--- config.mk ---
export PLATFORM = sky130hd
export DESIGN_NAME = int_regfile
export DESIGN_NICKNAME = d
export VERILOG_FILES = /design/src/rtl/regfile_pkg.sv /design/src/rtl/regfile_storage.sv /design/src/rtl/regfile_read_port.sv /design/src/rtl/int_regfile.sv
export SDC_FILE = /design/constraint.sdc
export NUM_CORES = 2
export LEC_CHECK = 0
export CORE_ASPECT_RATIO = 0.5
export CORE_MARGIN = 4
export CORE_UTILIZATION = 35
export CTS_CLUSTER_SIZE = 40
export DETAILED_ROUTE_END_ITERATION = 6
export GPL_TIMING_DRIVEN = 0
export HOLD_SLACK_MARGIN = 0.15
export SKIP_LAST_GASP = 1
export SLEW_MARGIN = 40
export SYNTH_ARGS = -nofsm -noshare
export SYNTH_HDL_FRONTEND = slang
export SYNTH_SLANG_ARGS = --single-unit
--- constraint.sdc ---
create_clock -name clk_i -period 3.4 [get_ports clk_i]
set_input_delay 0.68 -clock clk_i [delete_from_list [all_inputs] [get_ports clk_i]]
set_output_delay 0.68 -clock clk_i [all_outputs]
set_load 0.05 [all_outputs]
--- src/rtl/regfile_pkg.sv ---
package regfile_pkg;
  parameter int unsigned RF_ENTRIES    = 32;
  parameter int unsigned RF_WIDTH      = 32;
  parameter int unsigned RF_READ_PORTS = 2;
endpackage

--- src/rtl/regfile_storage.sv ---
module regfile_storage #(
  parameter int unsigned NUM_REGS = 32,
  parameter int unsigned DATA_W   = 32,
  localparam int unsigned ADDR_W  = $clog2(NUM_REGS)
) (
  input  logic                             clk_i,
  input  logic                             rst_ni,
  input  logic                             we_i,
  input  logic [ADDR_W-1:0]                waddr_i,
  input  logic [DATA_W-1:0]                wdata_i,
  output logic [NUM_REGS-1:0][DATA_W-1:0]  regs_o
);
  // Entry 0 has no storage
  assign regs_o[0] = '0;

  for (genvar i = 1; i < NUM_REGS; i++) begin : g_entry
    logic [DATA_W-1:0] q;
    always_ff @(posedge clk_i or negedge rst_ni) begin
      if (!rst_ni) begin
        q <= '0;
      end else if (we_i && (waddr_i == ADDR_W'(i))) begin
        q <= wdata_i;
      end
    end
    assign regs_o[i] = q;
  end
endmodule

--- src/rtl/regfile_read_port.sv ---
module regfile_read_port #(
  parameter int unsigned NUM_REGS      = 32,
  parameter int unsigned DATA_W        = 32,
  parameter bit          WRITE_THROUGH = 1'b0,
  localparam int unsigned ADDR_W       = $clog2(NUM_REGS)
) (
  input  logic [NUM_REGS-1:0][DATA_W-1:0]  regs_i,
  input  logic                             we_i,
  input  logic [ADDR_W-1:0]                waddr_i,
  input  logic [DATA_W-1:0]                wdata_i,
  input  logic [ADDR_W-1:0]                raddr_i,
  output logic [DATA_W-1:0]                rdata_o
);
  logic hit;

  if (WRITE_THROUGH) begin : g_bypass
    assign hit = we_i && (waddr_i == raddr_i);
  end else begin : g_no_bypass
    logic unused_w;
    assign unused_w = we_i ^ (^waddr_i) ^ (^wdata_i);
    assign hit = 1'b0;
  end

  always_comb begin
    if (raddr_i == '0)  rdata_o = '0;
    else if (hit)       rdata_o = wdata_i;
    else                rdata_o = regs_i[raddr_i];
  end
endmodule

--- src/rtl/int_regfile.sv ---
module int_regfile #(
  parameter int unsigned NUM_REGS      = regfile_pkg::RF_ENTRIES,
  parameter int unsigned DATA_W        = regfile_pkg::RF_WIDTH,
  parameter bit          WRITE_THROUGH = 1'b0,
  localparam int unsigned ADDR_W       = $clog2(NUM_REGS),
  localparam int unsigned NUM_RD       = regfile_pkg::RF_READ_PORTS
) (
  input  logic              clk_i,
  input  logic              rst_ni,
  input  logic              we_i,
  input  logic [ADDR_W-1:0] waddr_i,
  input  logic [DATA_W-1:0] wdata_i,
  input  logic [ADDR_W-1:0] raddr_a_i,
  output logic [DATA_W-1:0] rdata_a_o,
  input  logic [ADDR_W-1:0] raddr_b_i,
  output logic [DATA_W-1:0] rdata_b_o
);
  logic [NUM_REGS-1:0][DATA_W-1:0] regs;
  logic [NUM_RD-1:0][ADDR_W-1:0]   raddr;
  logic [NUM_RD-1:0][DATA_W-1:0]   rdata;

  assign raddr[0]  = raddr_a_i;
  assign raddr[1]  = raddr_b_i;
  assign rdata_a_o = rdata[0];
  assign rdata_b_o = rdata[1];

  regfile_storage #(.NUM_REGS(NUM_REGS), .DATA_W(DATA_W)) u_store (
    .clk_i   (clk_i),
    .rst_ni  (rst_ni),
    .we_i    (we_i),
    .waddr_i (waddr_i),
    .wdata_i (wdata_i),
    .regs_o  (regs)
  );

  for (genvar p = 0; p < NUM_RD; p++) begin : g_rd
    regfile_read_port #(
      .NUM_REGS(NUM_REGS), .DATA_W(DATA_W), .WRITE_THROUGH(WRITE_THROUGH)
    ) u_port (
      .regs_i  (regs),
      .we_i    (we_i),
      .waddr_i (waddr_i),
      .wdata_i (wdata_i),
      .raddr_i (raddr[p]),
      .rdata_o (rdata[p])
    );
  end
endmodule

Yosys cells after proc, flatten, opt, wreduce, memory -nomap -nowiden
Index checks and enable logic that the tools add are counted.
{ "word_totals": {"elab_cells": 103, "inputBits": 50, "ff_bits": 992, "out_inout_bits": 64} }
{ "op_classes": {"n_mux": 6, "n_reduce_logical": 33, "n_lt_le_gt_ge": 2, "n_eq_ne": 31} }
{ "ops": {"columns": ["cell", "count"], "rows": [
  ["32-bit binary-select mux with 5-bit select", 2],
  ["32-bit two-way mux", 4],
  ["5-bit equality test (second input constant)", 16],
  ["5-bit by 4-bit equality test with 1-bit output (second input constant)", 8],
  ["1-bit logical AND", 31],
  ["5-bit by 3-bit equality test with 1-bit output (second input constant)", 4],
  ["5-bit by 6-bit < comparator with 1-bit output (second input constant)", 2],
  ["5-bit by 2-bit equality test with 1-bit output (second input constant)", 2],
  ["5-bit logical NOT", 2],
  ["5-bit by 1-bit equality test with 1-bit output (second input constant)", 1]
]} }

Depth between registers and ports, before layout
{ "logic_depth": {"depth_word": 3, "mapped_depth": 8, "mapped_depth_nobuf": 4} }

Modules after synthesis
A second synthesis with hierarchy kept.
{ "hier_totals": {"hier_cells": 3584, "area_unflattened_um2": 54131.9} }
{ "by_module_without_submodules": {"columns": ["mod", "cells_per_inst", "seq_area_each_um2", "n_inst", "area_each_um2"], "rows": [
  ["regfile_storage", 2256, 24823.8, 1, 37395.9],
  ["regfile_read_port", 664, 0.0, 2, 8368.0]
]} }

Least setup slack after synthesis
Ideal clock, no wire load.
{ "synth_timing": {"kind": "input-to-output", "from": "in raddr_a_i[0]", "to": "out rdata_a_o[30]", "stages": 8, "arrival_time_ns": 3.226, "path_buffers": 4, "path_slack_ns": -0.506, "required_time_ns": 2.720, "cell_sequence": "buf_4 -> buf_6 -> buf_6 -> buf_6 -> mux2i_1 -> o22ai_1 -> nor3_1 -> nor4b_1"} }
{ "synth_via": {"elab_chain_len": 3, "word_cells_on_any_way": 4, "classes_between": "mux (3); reduce/logical (1)"} }
{ "synth_lines": {"columns": ["element", "line_no", "text"], "rows": [
  ["from (decl)", "int_regfile.sv:13", "input logic [ADDR_W-1:0] raddr_a_i,"],
  ["32-bit binary-select mux with 5-bit select", "regfile_read_port.sv:27", "else rdata_o = regs_i[raddr_i];"],
  ["32-bit two-way mux (implied by the code)", "regfile_read_port.sv:27", null],
  ["32-bit two-way mux *", "regfile_read_port.sv:25", "if (raddr_i == '0) rdata_o = '0;"],
  ["to (decl)", "int_regfile.sv:14", "output logic [DATA_W-1:0] rdata_a_o,"]
]} }
Every way passes the cells marked *; elsewhere a longest branch is shown, timed or not. The select of a mux whose other input is x is not followed.

Worst setup path after layout
{ "layout_timing": {"from": "in raddr_a_i[3]", "to": "out rdata_a_o[11]"} }
Same word-level chain as after synthesis.

==> results by group <==
Routing
  • Vias per cell: 6.18
  • Final ANT Viol Nets: 0
  • DR vias: 40,278
  • Drt wl/cell: around 33 µm
  • Iteration-0 DRC Markers: ~4,300
  • Drt pass-1 iters: 5
  • Routed wire length: approximately 210,000 µm
  • # DRC: 0

Synth
  • Synth warn: 0
  • Syn avg cell area: between 10 and 15 µm²
  • Post-synth EDFFs: 0
  • Ys flop type: dfrtp_1
  • Syn nets: approximately 4,200
  • Netlist cell types: 45
  • Gate count of the mapped netlist: slightly above 4,000
  • Post-synthesis register bit count: approximately 1,000
  • Synthesized area: roughly 54,000 µm²
  • Sequential-to-total area share from yosys stat: around 46%
  • Ys async rst share: 100%

Die
  • Starting Density: between 30% and 40%
  • Die width: between 500 and 600 µm
  • Die Height: 285 µm
  • Row cnt: between 100 and 150
  • Core area: between 150,000 and 200,000 µm²
  • Die footprint: 160,000 µm²
  • Top Ports: around 110

Clock network
  • Clock transition at path regs: 60 ps
  • Clock sinks: approximately 990
  • Later-pin clock latency in the skew report: 730 ps
  • Longest Clk Path Bufs: 3
  • Clock Tree Root: clkbuf_16
  • H-tree depth: 3
  • CTS tree: yes
  • TritonCTS Buffers: 100

Setup path
  • Setup CP Type: input port to output pin
  • CP required: between 2000 and 3000 ps
  • Worst setup SP type: input port
  • CP Capture Type: output pin
  • Crit path max fanout: 10
  • Crit path arrival time: between 2000 and 3000 ps

Timing
  • Slew Limit Fails: 0
  • Setup TNS: -411 ps
  • RSZ-0062 raised after global routing: true
  • Tightest Pin Transition: around 980 ps
  • Minimum clock period: roughly 3500 ps
  • Fraction of the cycle the final worst path needs: 103%
  • Hold Vio Cnt, Final: 0
  • Final WS setup: -99.8 ps
  • Worst clock skew: 0 ps
  • FMAX: ~290 MHz
  • Rel. slew slack: about a third
  • Setup Viol. Count Final: 19

Placed design
  • PortBufs: 110
  • Pre-CTS setup slack: -2020 ps
  • GP Congestion: 1.02
  • HPWL Detailed: between 150,000 and 200,000 µm

Outcome
  • Failing checks: negative setup slack
  • Status: complete, but fails checks

GRT
  • Vias in the first global route: around 42,000
  • Antenna violations before repair: 4
  • Overflow after GRT: 0
  • First-pass GRT wire length: ~300,000 µm
  • Largest net degree at the start of global routing: ~120
  • Total track usage: about 26%

Power and ir drop
  • Combinational fraction of design power: around 23%
  • Switching Share: between 30 and 40%
  • P_int: about 25 mW
  • Worst VDD drop: approximately 400 µV
  • Seq pwr share: 43.7%
  • Leak Pwr: about 29 nW
  • Power Density: about 570 nW/µm²
  • Sw power: roughly 11 mW
  • Part of the power in the clock network: ~34%
  • Total power: about 36 mW

Flow run
  • Max Cap Viol: 0

Layout
  • Biggest regs: u_store.g_entry.q x992
  • Max FFs per register: around 1,000
  • Area grow syn2layout: 19.4%
  • Reg with most FFs: u_store.g_entry.q
  • Final net count: about 4,400
  • Layout cell share with drive strength beyond 1: a little over two fifths

Hold path
  • Min-delay worst type: input port to register
-- synthesized netlist by cell type, types with 32 or more instances --
library cell  number  area share [%]
nor3_1           128             1.2
nand2_1          142             1.0
dfrtp_1          992              46
a221o_1           32            0.60
buf_2            135             1.3
nor4_1            32            0.37
o22ai_1          192             2.2
clkbuf_1         191             1.3
mux4_2           101             4.2
buf_4             61            0.85
a22oi_1          157             2.2
nand3_1           32            0.30
mux2i_1          695              13
mux2_2          1037              22
-- per-stage QoR --
stage / instances / utilization (%) / instance area (µm²) / hold WS [ps]
5_1_grt: 6518 / 42.1 / 64000 / 478
4_1_cts: 6514 / 41.9 / 63700 / 425
2_1_floorplan: 4149 / - / 53900 / 384
3_5_place_dp: 6329 / 38.2 / 58000 / 500
3_3_place_gp: 6319 / 37.9 / 57600 / 488
6_report: 6522 / 42.1 / 64000 / 482
-- worst max-delay path, cell delays in order --
cell and delay [ps]:
dlygate4sd2_1 290, buf_6 180, and4b_4 260, clkbuf_4 240, a22oi_1 240, nand2_1 130, nor4_4 540, buf_6 230
-- routing by layer --
| metal | routed length (µm) | part of all wire, % | track usage [%] | vias up |
|---|---|---|---|---|
| li1 | - | - | - | 16177 |
| met1 | 87000 | 41 | 33.9 | 21313 |
| met2 | 91400 | 43 | 38.3 | 2200 |
| met3 | 22100 | 10 | 8.39 | 584 |
| met4 | 12800 | 6.0 | 13.6 | 4 |
| met5 | 27 | 0.013 | 0 | - |
-- cell families after synthesis --
kind of cell | share of synthesized area (%)
multiplexers | 39.4
AND/OR/NAND/NOR | 3.62
flip-flops | 46.3
AO/OA/AOI/OAI | 6.55
buffers and inverters | 4.05
-- cell type report --
cell class              count  area [µm²]
fillers                 13946       87900
multi-input cells        2723       27900
flip-flops and latches    992       24800
plain buffers             422        3630
clock buffers             143        2880
well taps                2060        2580
repair buffers            132        1460
clock inverters            44         689
diodes                      4        10.0
inverters                   2        7.51
-- worst paths after layout --
kind | from | end | slack (ps) | cells past startpoint
max in group asynchronous | rst_ni | u_store.g_entry[24].q[4] | 540 | 7
min in group asynchronous | rst_ni | u_store.g_entry[2].q[17] | 490 | 2
hold / removal | waddr_i[1] | u_store.g_entry[28].q[0] | 480 | 3
setup / recovery | raddr_a_i[3] | rdata_a_o[11] | -100 | 8
hold reg to reg | u_store.g_entry[14].q[12] | u_store.g_entry[14].q[12] | 510 | 1
setup reg to reg | u_store.g_entry[17].q[13] | u_store.g_entry[17].q[13] | 2560 | 1
-- repair_timing --
action	4_1_cts	5_1_grt
endpoints found under the hold margin	49	0
endpoints found under the setup margin	64	145
setup buffers	3	2
gates cloned	4	2
gates resized for setup	993	45
hold buffers	1	0
pin swaps	31	8
-- cells in the final DEF (no fill, tap or decap), types with 29 or more instances in the layout --
master           instances
buf_4                   61
a221o_1                 32
a22o_1                  31
buf_12                  29
buf_2                  108
buf_6                   63
buf_8                   34
nor3_2                  87
dfrtp_1                992
mux2i_1                691
nor3_1                  40
o211a_1                 31
o22ai_1                190
mux4_2                 101
clkbuf_8                49
a22oi_1                133
clkbuf_4                38
clkbuf_1               125
clkbuf_16              111
clkdlybuf4s50_1         36
nand2_1                140
nand3_1                 30
mux2_2                1037
-- power by group through the flow --
stage	sequential, mW	clock, mW	combinational [mW]
final	16.0	12.2	8.28
after global routing	16.2	12.8	8.74
after CTS	15.9	12.4	8.14
after detailed placement	16.1	0	7.73
after global placement	16.0	0	7.44
after floorplan	15.5	0	5.57
(Power assumes the default switching activity.)
